[config.mk]
export PLATFORM = sky130hd
export DESIGN_NAME = serial_mode_ctrl
export DESIGN_NICKNAME = d
export VERILOG_FILES = /design/src/rtl/serial_mode_ctrl.sv
export SDC_FILE = /design/constraint.sdc
export NUM_CORES = 1
export LEC_CHECK = 0
export ABC_AREA = 1
export BUFFER_PORTS_ARGS = -buffer_cell sky130_fd_sc_hd__buf_4
export CORE_AREA = 2 2 39 41
export CTS_CLUSTER_DIAMETER = 100
export DETAILED_ROUTE_END_ITERATION = 7
export DIE_AREA = 0 0 41 43
export HOLD_SLACK_MARGIN = 0.02
export MAX_ROUTING_LAYER = met4
export SYNTH_ARGS = -nofsm -noshare
export SYNTH_HDL_FRONTEND = slang
export SYNTH_SLANG_ARGS = --single-unit
[constraint.sdc]
create_clock -name clk -period 1.48 [get_ports clk]
set_input_delay 0.148 -clock clk [delete_from_list [all_inputs] [get_ports clk]]
set_output_delay 0.148 -clock clk [all_outputs]
set_load 0.05 [all_outputs]
[src/rtl/serial_mode_ctrl.sv]
`timescale 1ns/1ps
module serial_mode_ctrl #(
  parameter int HOLD_CYCLES = 6
) (
  input  logic       clk,
  input  logic       rst_n,
  input  logic       ctl_we,
  input  logic       ctl_en_wr,
  input  logic       ctl_dis_wr,
  input  logic       bus_idle,
  output logic       en_bit,
  output logic       dis_bit,
  output logic [1:0] mode,
  output logic       dec_run,
  output logic       core_run,
  output logic       txrx_ok,
  output logic       clr_ses,
  output logic       clr_mask_eob,
  output logic       synced,
  output logic       illegal_wr
);
  localparam int CNT_W = $clog2(HOLD_CYCLES + 1);
  localparam logic [CNT_W-1:0] HOLD_V = CNT_W'(HOLD_CYCLES);

  logic en_q, dis_q, sync_q, ill_q;
  logic [CNT_W-1:0] hold_cnt;
  logic en_reject;

  assign en_reject = ctl_we & ctl_en_wr & (ctl_dis_wr | dis_q);

  always_ff @(posedge clk or negedge rst_n) begin
    if (!rst_n) begin
      en_q  <= 1'b0;
      dis_q <= 1'b0;
      ill_q <= 1'b0;
    end else begin
      ill_q <= en_reject;
      if (ctl_we) begin
        dis_q <= ctl_dis_wr;
        en_q  <= ctl_en_wr & ~ctl_dis_wr & ~dis_q;
      end
    end
  end

  always_ff @(posedge clk or negedge rst_n) begin
    if (!rst_n)            hold_cnt <= '0;
    else if (!dis_q)       hold_cnt <= '0;
    else if (hold_cnt != HOLD_V) hold_cnt <= hold_cnt + 1'b1;
  end

  always_ff @(posedge clk or negedge rst_n) begin
    if (!rst_n)     sync_q <= 1'b0;
    else if (dis_q) sync_q <= 1'b0;
    else if (bus_idle) sync_q <= 1'b1;
  end

  assign en_bit       = en_q;
  assign dis_bit      = dis_q;
  assign mode         = dis_q ? 2'b10 : (en_q ? 2'b01 : 2'b00);
  assign dec_run      = ~dis_q;
  assign core_run     = en_q;
  assign txrx_ok      = en_q & ~dis_q;
  assign clr_ses      = ~en_q;
  assign clr_mask_eob = dis_q & (hold_cnt == HOLD_V);
  assign synced       = sync_q;
  assign illegal_wr   = ill_q;

  AST_NEVER_BOTH: assert property (@(posedge clk) disable iff (!rst_n)
    !(en_bit && dis_bit));
  AST_EN_AFTER_CLEAR: assert property (@(posedge clk) disable iff (!rst_n)
    $rose(en_bit) |-> $past(!dis_bit));
  AST_TXRX_NEEDS_RUN: assert property (@(posedge clk) disable iff (!rst_n)
    txrx_ok |-> (core_run && dec_run));
  AST_DIS_STOPS_ALL: assert property (@(posedge clk) disable iff (!rst_n)
    dis_bit |-> (!dec_run && !core_run && clr_ses));
  AST_NO_EARLY_CLEAR: assert property (@(posedge clk) disable iff (!rst_n)
    $rose(dis_bit) |-> !clr_mask_eob);
  AST_CLEAR_NEEDS_DIS: assert property (@(posedge clk) disable iff (!rst_n)
    clr_mask_eob |-> (dis_bit && $past(dis_bit)));
  AST_SYNC_LOST: assert property (@(posedge clk) disable iff (!rst_n)
    dis_bit |=> !synced);
  AST_ILLEGAL_FROM_WRITE: assert property (@(posedge clk) disable iff (!rst_n)
    illegal_wr |-> $past(ctl_we && ctl_en_wr));
endmodule

# --- Yosys cells after proc, flatten, opt, wreduce, memory -nomap -nowiden ---
# Index checks and enable logic that the tools add are counted.
word_totals:
  elab_cells: 26
  output_inout_bits: 11
  input_bits: 6
  register_bits: 7
op_classes:
  n_eq_ne: 3
  n_mux: 6
  n_addsub: 1
  n_bitwise: 10
  reduce_logical: 1
op_table:
  columns: ["operator", "n"]
  rows:
  - ["bitwise AND 1 bit", 6]
  - ["2-to-1 mux 3 bit", 2]
  - ["adder 3 x 1 -> 3 bit, second input constant", 1]
  - ["equality test 3 bit, second input constant", 1]
  - ["2-to-1 mux 1 bit", 3]
  - ["inequality test 3 bit, second input constant", 1]
  - ["inverter 1 bit", 3]
  - ["2-to-1 mux 2 bit", 1]
  - ["inequality test 2 x 1 -> 1 bit, second input constant", 1]
  - ["nonzero test 2 bit", 1]
  - ["bitwise OR 1 bit", 1]

# --- Depth between registers and ports, before layout ---
# Gate-level depths: netlist of the first run.
logic_depth:
  word_depth: 3
  depth_mapped: 5
  depth_no_buf: 5

# --- Least setup slack after synthesis of the first run ---
# No wires, ideal clock.
synth_path:
  path_type: "reg2out"
  from: "register en_q (netlist: core_run)"
  to: "output mode[0]"
  path_stages_with_launch: 4
  slack_ps: -766
  arrival_time_ps: 2098
  n_path_buf: 1
  t_required_ps: 1332
  cell_sequence: "dfrtp_1 > inv_1 > nor2_1 > buf_4"
synth_via:
  elab_chain_cells: 2
synth_lines:
  columns: ["item", "line_no", "rtl"]
  rows:
  - ["start, declared", "25", "logic en_q, dis_q, sync_q, ill_q;"]
  - ["start signal, assigned", "40", "en_q <= ctl_en_wr & ~ctl_dis_wr & ~dis_q;"]
  - ["2-to-1 mux 1 bit", "59", "assign mode = dis_q ? 2'b10 : (en_q ? 2'b01 : 2'b00);"]
  - ["2-to-1 mux 2 bit", "59", null]
  - ["end, declared", "13", "output logic [1:0] mode,"]
# Every way passes these cells.

# --- Final worst setup path of the first run ---
layout_path:
  from: "register hold_cnt[0]"
  to: "output clr_mask_eob"
layout_via:
  elab_chain_cells: 2
layout_lines:
  columns: ["item", "line_no", "rtl"]
  rows:
  - ["start, declared", "26", "logic [CNT_W-1:0] hold_cnt;"]
  - ["start signal, assigned", "48", "else if (hold_cnt != HOLD_V) hold_cnt <= hold_cnt + 1'b1;"]
  - ["equality test 3 bit", "64", "assign clr_mask_eob = dis_q & (hold_cnt == HOLD_V);"]
  - ["bitwise AND 1 bit", "64", null]
  - ["end, declared", "18", "output logic clr_mask_eob,"]
# Every way passes these cells.

==> results.py, run 1 <==
metrics = {
    "run_status": {
        "status": "finished, final reports clean",
    },
    "power": {
        "power_frac_seq": 0.380,
        "power.density_mw_per_mm2": 1100,
        "internal-power_w": 0.000377,
        "max-vdd-ir-drop_mv": 0.510,
        "p_comb_frac": 0.312,
        "leakagePower_nw": 0.286,
        "p_switching_w": 0.000227,
        "total_power_w": 0.000604,
        "p_sw_frac": 0.376,
        "p_clk_frac": 0.308,
    },
    "placement": {
        "place_hpwl_um": 541,
        "preCtsSetupSlack_ns": 0.259,
        "dp_cells": 70,
        "port_buffers": 16,
        "routabilityCongestion": 0.615,
    },
    "floorplan": {
        "die_y_um": 43,
        "num_rows": 14,
        "chipWidth_um": 41,
        "die_area_mm2": 0.00176,
        "start_util": 0.262,
        "core_area_mm2": 0.00138,
        "io_pins": 17,
    },
    "flow_run": {
        "drv_cap": 0,
    },
    "final_layout": {
        "antenna_cells": 0,
        "final_cells": 75,
        "area_growth_pct": 52.1,
        "n_fill_cell": 145,
        "drive_above_1_share": 0.508,
        "finalNetCount": 68,
    },
    "timing": {
        "worst_pin_slew_ns": 0.317,
        "holdWs_ns": 0.0847,
        "grt_setup_unrepaired": "no",
        "fin_worst_skew_ns": 0.00107,
        "drv_slew": 0,
        "fmax_mhz": 716,
        "fin_ws_ns": 0.0836,
        "period_minus_slack_ns": 1.40,
        "fin_crit_sh": 0.944,
        "setup_violations": 0,
        "final_hold_viol_count": 0,
        "slew_headroom": 0.788,
    },
    "route": {
        "dr_total_vias": 327,
        "wirelength_um": 800,
        "antenna_left": 0,
        "drcViolationCount": 0,
        "drtPass1Iterations": 4,
        "drtIter0Drc": 6,
        "post_drt_wl_per_cell_um": 10.7,
        "via_per_inst": 4.36,
    },
    "cts": {
        "clockBufferDepth": 2,
        "cts.sinks": 7,
        "clk_pin_slew_worst_paths_ns": 0.06,
        "root_buffer": "clkbuf_4",
        "post-cts-setup-buffer-count": 0,
        "cts_tree": "yes",
        "clk_latency_ns": 0.26,
        "cts_made_buffers": 3,
        "htreeDepth": 1,
    },
    "setup_path": {
        "r2r_slack_ns": 0.49,
        "cp.required_ns": 1.33,
        "arrival_ns": 1.25,
        "reg2reg_depth": 5,
        "end_kind": "output pin",
        "timing.rr.start": "hold_cnt[0]$_DFFE_PN0P_",
        "cp-start-kind": "flop",
        "reg2reg_to": "hold_cnt[1]$_DFFE_PN0P_",
        "cp_max_fo": 4,
        "worst-setup-path-type": "reg2out",
    },
    "yosys": {
        "yosys_warnings": 0,
        "synthSimpleGateAreaFrac": 0.266,
        "ys_seq_area_frac": 0.483,
        "synth_top_family_by_area": "simple AND/OR/NAND/NOR gates",
        "synth.area.mux_share": 0,
        "postSynthNetCount": 49,
        "synth_seq_cells": 7,
        "synth-xor-area-share": 0,
        "synth_compound_area_frac": 0.0379,
        "avgSynthCellArea_um2": 8.85,
        "synth_area_um2": 363,
        "synth_cells": 41,
        "synth_fa_ha_area_frac": 0.0690,
        "synth_cell_types": 14,
    },
    "min_path": {
        "worst_hold_path.endpoint": "dis_bit$_DFFE_PN0P_",
        "hold_start": "ctl_we",
        "min_path_type": "in2reg",
        "hold_depth": 2,
    },
    "global_routing": {
        "grt_max_degree": 9,
        "grt_use_total": 0.111,
        "overflow": 0,
        "grt_pass1_vias": 289,
        "grt_pass1_wl_mm": 1.19,
        "grt_antenna_before_repair": 0,
    },
}
## worst max-delay path by stage
| stage | cells after the start | startpoint | endpoint |
|---|---|---|---|
| final | 5 | hold_cnt[0]$_DFFE_PN0P_ | clr_mask_eob |
| after global routing | 5 | hold_cnt[0]$_DFFE_PN0P_ | clr_mask_eob |
| after CTS | 5 | hold_cnt[0]$_DFFE_PN0P_ | clr_mask_eob |
| after detailed placement | 5 | hold_cnt[0]$_DFFE_PN0P_ | clr_mask_eob |
| after global placement | 5 | hold_cnt[0]$_DFFE_PN0P_ | clr_mask_eob |
| after floorplan | 3 | core_run$_DFFE_PN0P_ | mode[0] |
## cells by family (layout without fill, tap and decap cells)
group	after synthesis	count (layout)
AOI/OAI and AO/OA	2	2
buffers and inverters	9	27
adders and majority gates	2	2
DFF	7	7
and+or+nand+nor	21	21
## power by group through the flow
stage,sequential [W],combinational [W],clock (W)
detailed placement,0.000230,0.000179,0
global placement,0.000229,0.000177,0
finish,0.000230,0.000189,0.000186
global route,0.000232,0.000203,0.000204
CTS,0.000227,0.000182,0.000188
floorplan,0.000256,0.000104,0
## cells in the final DEF (no fill, tap or decap)
master,Yosys,routed
o21ai_0,1,1
clkinvlp_4,0,1
clkbuf_1,0,1
dfrtp_1,7,6
inv_1,4,2
nand4_1,2,2
ha_4,0,1
dfrtp_2,0,1
nand2_1,8,7
nand2_2,0,1
dlygate4sd3_1,0,1
o21ai_2,1,1
buf_4,3,16
inv_2,1,2
nor2_4,1,3
or2_1,1,1
buf_6,1,1
nor2_1,7,5
nand3_1,2,2
clkbuf_4,0,3
ha_1,2,1
## critical path, stage by stage, from the launching register on
cell and delay, ns:
dfrtp_1 0.40, inv_2 0.09, ha_4 0.16, nand2_2 0.09, nor2_4 0.10, buf_6 0.16
## Yosys cell counts (all sizes together)
cell type	instances	area, um2
nand2	8	30.0
nor2	8	37.5
dfrtp	7	175
inv	5	18.8
buf	4	33.8
ha	2	25.0
nand3	2	10.0
nand4	2	12.5
o21ai	2	13.8
or2	1	6.26
## layer usage
layer | track usage | vias to the layer above | share of wire
li1 | - | 160 | -
met1 | 0.126 | 157 | 0.38
met2 | 0.141 | 8 | 0.55
met3 | 0.0471 | 2 | 0.051
met4 | 0.100 | 0 | 0.018
met5 | - | - | 0
## per-stage QoR
stage / cell area (um2) / util / TNS (ns)
after floorplan: 387 / - / -0.169
after global placement: 497 / 0.359 / 0
after global routing: 552 / 0.399 / 0
after CTS: 539 / 0.390 / 0
final: 552 / 0.399 / 0
after detailed placement: 497 / 0.359 / 0
## area by class of cell
type	count	area [um2]	area share
clock buffer	4	26.3	0.0476
inverter	5	22.5	0.0408
multi-input combinational	25	165	0.299
sequential	7	176	0.320
tap	16	20.0	0.0363
timing repair buffer	18	141	0.256
## flip-flops by register name (all words and copies together), names as in the netlist
name / flops
hold_cnt: 3
dis_bit: 1
core_run: 1
synced: 1
illegal_wr: 1
## timing repair
| item | 4_1_cts | 5_1_grt |
|---|---|---|
| gates resized for setup | 2 | 3 |
| endpoints found under the hold margin | 7 | 0 |
| setup endpoints to repair | 1 | 1 |
| gates cloned | 0 | 0 |
| hold buffers | 1 | 0 |
No activity file was read; power rests on OpenSTA's default activity.
==> run 2: changes to the inputs <==
--- a/config.mk
+++ b/config.mk
@@ -6,7 +6,7 @@
 export NUM_CORES = 1
 export LEC_CHECK = 0
 export ABC_AREA = 1
-export BUFFER_PORTS_ARGS = -buffer_cell sky130_fd_sc_hd__buf_4
+export BUFFER_PORTS_ARGS = -buffer_cell sky130_fd_sc_hd__buf_2
 export CORE_AREA = 2 2 39 41
 export CTS_CLUSTER_DIAMETER = 100
 export DETAILED_ROUTE_END_ITERATION = 7
==> run 2 against run 1 <==
Core utilization down 2.7 points. Setup slack improved by 0.019 ns. Clock-buffer cell count unchanged. Power down 5.1%. Register-to-register slack improved by 0.02 ns. Non-clock buffer count unchanged. Flip-flop and latch count did not move. First-iteration DRC count is 100% lower.
==> results.py, run 2 (same netlist as run 1, synthesis figures left out) <==
metrics = {
    "run_status": {
        "status": "finished, final reports clean",
    },
    "timing": {
        "setup_violations": 0,
        "worst_pin_slew_ns": 0.251,
        "grt_setup_unrepaired": "no",
        "fmax_mhz": 726,
        "drv_slew": 0,
        "slew_headroom": 0.833,
        "finalSetupTns_ns": 0,
        "period_minus_slack_ns": 1.38,
        "fin_crit_sh": 0.931,
        "fin_worst_skew_ns": 0.00638,
        "final_hold_viol_count": 0,
    },
    "setup_path": {
        "cp_max_fo": 4,
        "cp-start-kind": "flop",
        "arrival_ns": 1.23,
        "cpLargestDelayFamily": "flip-flops",
        "cp.required_ns": 1.33,
        "worst-setup-path-type": "reg2out",
        "end_kind": "output pin",
        "timing.rr.start": "hold_cnt[0]$_DFFE_PN0P_",
        "critPathBufInv": 2,
        "reg2reg_to": "hold_cnt[1]$_DFFE_PN0P_",
        "slowest_stage": "dfrtp_1",
        "reg2reg_depth": 5,
        "crit_chain": "inv_2 > ha_4 > nand2_2 > nor2_4 > buf_6",
        "r2r_slack_ns": 0.51,
        "crit_path_max_incr_delay_ns": 0.40,
    },
    "route": {
        "wl_met2_um": 362,
        "dr_total_vias": 306,
        "antenna_left": 0,
        "wl_met3_um": 24,
        "via_per_inst": 4.08,
        "drtIter0Drc": 0,
        "drcViolationCount": 0,
        "top_layer_used": "met3",
        "post_drt_wl_per_cell_um": 9.07,
        "drtPass1Iterations": 1,
        "wl_met1_um": 292,
        "wirelength_um": 680,
    },
    "floorplan": {
        "die_y_um": 43,
        "chipWidth_um": 41,
        "die_area_mm2": 0.00176,
        "io_pins": 17,
        "num_rows": 14,
        "start_util": 0.262,
        "core_area_mm2": 0.00138,
    },
    "global_routing": {
        "grt_pass1_vias": 263,
        "grt_use_total": 0.102,
        "grt_antenna_before_repair": 0,
        "grt_max_degree": 8,
        "grt_pass1_wl_mm": 1.10,
        "overflow": 0,
    },
    "cts": {
        "post-cts-setup-buffer-count": 0,
        "clockBufferDepth": 2,
        "cts.sinks": 7,
        "htreeDepth": 1,
        "clk_latency_ns": 0.25,
        "root_buffer": "clkbuf_4",
        "clk_pin_slew_worst_paths_ns": 0.06,
        "cts_made_buffers": 3,
        "cts_tree": "yes",
    },
    "final_layout": {
        "layout_common_cells": "15 x buf_2, 7 x nand2_1, 6 x dfrtp_1",
        "antenna_cells": 0,
        "final_common_cell": "buf_2",
        "seqCellArea_um2": 176,
        "final_cells": 75,
        "multiInputGateArea_um2": 165,
        "finalNetCount": 68,
        "top_register": "hold_cnt",
        "largest_reg_flops": 3,
        "drive_above_1_share": 0.508,
        "n_fill_cell": 150,
        "area_growth_pct": 41.7,
    },
    "min_path": {
        "hold_depth": 2,
        "worst_hold_path.endpoint": "dis_bit$_DFFE_PN0P_",
        "hold_start": "ctl_we",
        "min_path_type": "in2reg",
    },
    "flow_run": {
        "drv_cap": 0,
    },
    "placement": {
        "dp_cells": 70,
        "port_buffers": 16,
        "routabilityCongestion": 0.611,
        "place_hpwl_um": 498,
    },
    "power": {
        "internal-power_w": 0.000360,
        "leakagePower_nw": 0.276,
        "power_frac_seq": 0.396,
        "p_clk_frac": 0.306,
        "p_comb_frac": 0.298,
        "p_switching_w": 0.000214,
        "power.density_mw_per_mm2": 1120,
        "max-vdd-ir-drop_mv": 0.429,
        "p_sw_frac": 0.372,
    },
}
run 2: cell counts in the layout (fill, tap and decap cells not counted):
No cell type changed its count.
run 2: power by group through the flow:
stage / Combinational [W] / Sequential, W / Clock [W]
5_1_grt: 0.000185 / 0.000230 / 0.000196
3_3_place_gp: 0.000161 / 0.000228 / 0
6_report: 0.000171 / 0.000227 / 0.000175
3_5_place_dp: 0.000162 / 0.000228 / 0
4_1_cts: 0.000165 / 0.000226 / 0.000185
2_1_floorplan: 0.000104 / 0.000256 / 0
run 2: repair_timing:
| item | 4_1_cts | 5_1_grt |
|---|---|---|
| setup endpoints to repair | 1 | 1 |
| gates resized for setup | 3 | 3 |
| endpoints found under the hold margin | 7 | 0 |
| hold buffers | 1 | 0 |
run 2: area by class of cell:
type / instances / area share
Clock buffer: 4 / 0.0511
Tap cell: 16 / 0.0389
Sequential cell: 7 / 0.343
Multi-Input combinational cell: 25 / 0.321
Inverter: 5 / 0.0438
Timing Repair Buffer: 18 / 0.202
run 2: worst max path at each step:
stage,start,endpoint,slack [ns],depth (start not counted)
after floorplan,core_run$_DFFE_PN0P_,mode[0],-0.17,3
after global placement,hold_cnt[0]$_DFFE_PN0P_,clr_mask_eob,0.21,5
after detailed placement,hold_cnt[0]$_DFFE_PN0P_,clr_mask_eob,0.20,5
after CTS,hold_cnt[0]$_DFFE_PN0P_,clr_mask_eob,0.02,5
after global routing,hold_cnt[0]$_DFFE_PN0P_,clr_mask_eob,0.05,5
final,hold_cnt[0]$_DFFE_PN0P_,clr_mask_eob,0.10,5
run 2: metrics by stage:
stage	setup WS, ns	util	total power, W	hold WS (ns)	area (um2)
6_report	0.102	0.372	0.000574	0.106	514
3_3_place_gp	0.214	0.330	0.000389	-0.00524	457
2_1_floorplan	-0.169	-	0.000361	-0.148	387
5_1_grt	0.0470	0.372	0.000610	0.116	514
4_1_cts	0.0243	0.363	0.000575	0.100	502
3_5_place_dp	0.196	0.330	0.000390	-0.00610	457
run 2: routing by layer:
layer  vias to the layer above  GRT usage
met3                         0     0.0628
li1                        162          -
met2                         6      0.128
met4                         0     0.0600
met1                       138      0.120
met5                         -          -
==> run 3: changes to the inputs <==
==> constraint.sdc (replaced) <==
create_clock -name clk -period 1.48 [get_ports clk]
set_input_delay 0.222 -clock clk [delete_from_list [all_inputs] [get_ports clk]]
set_output_delay 0.222 -clock clk [all_outputs]
set_load 0.05 [all_outputs]
==> run 3 against run 2 <==
Sequential power is 2% higher. Critical path depth unchanged. Combinational power about the same. Global-route usage up 0.061 points. Die area is the same. Flip-flop and latch count did not move. First-iteration DRC count grew 7. Fmax decreased by 1.3%. Via count up 1.6%. Critical endpoint unchanged. Largest cell class unchanged. Largest power group unchanged.
==> results.py, run 3 (same netlist as run 1, synthesis figures left out) <==
metrics = {
    "power": {
        "power.density_mw_per_mm2": 1100,
        "leakagePower_nw": 0.295,
        "p_comb_frac": 0.297,
        "max-vdd-ir-drop_mv": 0.541,
        "p_clk_frac": 0.302,
        "p_sw_frac": 0.373,
        "internal-power_w": 0.000363,
        "total_power_w": 0.000580,
        "p_switching_w": 0.000216,
        "power_frac_seq": 0.401,
    },
    "cts": {
        "root_buffer": "clkbuf_4",
        "clk_pin_slew_worst_paths_ns": 0.05,
        "cts_made_buffers": 3,
        "cts.sinks": 7,
        "htreeDepth": 1,
        "cts_tree": "yes",
        "clk_latency_ns": 0.25,
        "clockBufferDepth": 2,
    },
    "floorplan": {
        "num_rows": 14,
        "core_area_mm2": 0.00138,
        "chipWidth_um": 41,
        "io_pins": 17,
        "start_util": 0.262,
        "die_area_mm2": 0.00176,
        "die_y_um": 43,
    },
    "min_path": {
        "hold_start": "ctl_we",
        "min_path_type": "in2reg",
    },
    "global_routing": {
        "grt_antenna_before_repair": 0,
        "overflow": 0,
        "grt_pass1_wl_mm": 1.14,
        "grt_use_total": 0.103,
        "grt_pass1_vias": 275,
        "grt_max_degree": 12,
    },
    "flow_run": {
        "drv_cap": 0,
    },
    "placement": {
        "port_buffers": 16,
        "routabilityCongestion": 0.686,
        "dp_cells": 69,
        "place_hpwl_um": 498,
    },
    "route": {
        "drcViolationCount": 0,
        "via_per_inst": 4.09,
        "wirelength_um": 707,
        "post_drt_wl_per_cell_um": 9.30,
        "dr_total_vias": 311,
        "drtPass1Iterations": 4,
        "antenna_left": 0,
        "drtIter0Drc": 7,
    },
    "setup_path": {
        "timing.rr.start": "hold_cnt[1]$_DFFE_PN0P_",
        "cp_max_fo": 3,
        "crit_chain": "inv_2 > ha_4 > nand2_4 > nor2_4 > buf_6",
        "end_kind": "output pin",
        "cp.required_ns": 1.26,
        "worst-setup-path-type": "reg2out",
        "cp-start-kind": "flop",
        "crit_path_start": "hold_cnt[0]$_DFFE_PN0P_",
        "slowest_stage": "dfrtp_1",
        "crit_path_max_incr_delay_ns": 0.38,
        "arrival_ns": 1.17,
    },
    "final_layout": {
        "finalNetCount": 69,
        "antenna_cells": 0,
        "layout_common_cells": "15 x buf_2, 7 x nand2_1, 5 x nor2_1, 5 x dfrtp_1",
        "final_common_cell": "buf_2",
        "final_util": 0.382,
        "top_register": "hold_cnt",
        "n_fill_cell": 142,
        "final_cells": 76,
        "largest_reg_flops": 3,
        "area_growth_pct": 45.5,
        "drive_above_1_share": 0.533,
    },
    "timing": {
        "finalSetupTns_ns": 0,
        "setup_violations": 0,
        "drv_slew": 0,
        "final_hold_viol_count": 0,
        "slew_headroom": 0.833,
        "period_minus_slack_ns": 1.40,
        "fin_worst_skew_ns": 0.00735,
        "worst_pin_slew_ns": 0.251,
        "fin_crit_sh": 0.943,
        "fmax_mhz": 717,
        "grt_setup_unrepaired": "no",
    },
    "run_status": {
        "status": "finished, final reports clean",
    },
}
-- run 3: cell count changes in the layout (fill, tap and decap cells not counted), sizes merged --
cell	delta
buf	+1
-- run 3: per-layer routing --
layer  share of wire  GRT usage  wire length, um  vias to the layer above
met2            0.50      0.134              354                       10
li1                -          -                -                      160
met5               0          -                0                        -
met1            0.43      0.125              304                      141
met4               0     0.0200                0                        0
met3           0.068     0.0785               48                        0
-- run 3: final timing paths --
check / end / slack (ns) / depth (start not counted)
hold / removal: dis_bit$_DFFE_PN0P_ / 0.19 / 2
setup / recovery: clr_mask_eob / 0.08 / 5
min in group asynchronous: hold_cnt[2]$_DFFE_PN0P_ / 0.32 / 2
max in group asynchronous: dis_bit$_DFFE_PN0P_ / 0.97 / 2
hold reg to reg: synced$_DFFE_PN0P_ / 0.52 / 2
setup reg to reg: hold_cnt[1]$_DFFE_PN0P_ / 0.47 / 4
-- run 3: layout make-up --
type / count / area, um2 / area share
Clock buffer: 4 / 26.3 / 0.0498
Inverter: 5 / 22.5 / 0.0427
Tap cell: 16 / 20.0 / 0.0379
Sequential cell: 7 / 178 / 0.336
Timing Repair Buffer: 19 / 111 / 0.211
Multi-Input combinational cell: 25 / 170 / 0.322
-- run 3: power groups by stage --
stage	Combinational, W	Sequential, W	Clock, W
after floorplan	0.000104	0.000257	0
after global placement	0.000152	0.000232	0
after detailed placement	0.000153	0.000234	0
after CTS	0.000161	0.000231	0.000182
after global routing	0.000187	0.000235	0.000197
final	0.000172	0.000232	0.000175
-- run 3: what timing repair did --
action | CTS | global route
buffers inserted | 1 | 1
hold buffers | 1 | 0
hold endpoints to repair | 7 | 0
gates resized for setup | 4 | 3
endpoints found under the setup margin | 1 | 1
-- run 3: per-stage QoR --
| step | instance area [um2] | setup slack [ns] | hold WS (ns) |
|---|---|---|---|
| after floorplan | 388 | -0.243 | -0.0736 |
| after global placement | 450 | 0.126 | 0.0623 |
| after detailed placement | 450 | 0.100 | 0.0656 |
| after CTS | 505 | 0.00395 | 0.183 |
| after global routing | 528 | 0.0146 | 0.196 |
| final | 528 | 0.0848 | 0.187 |
-- run 3: worst max-delay path, delay by kind of cell, from the launching register on --
| kind | cells | cell delay [ns] |
|---|---|---|
| DFF | 1 | 0.38 |
| buffers and inverters | 2 | 0.24 |
| adders and majority gates | 1 | 0.15 |
| and+or+nand+nor | 2 | 0.15 |
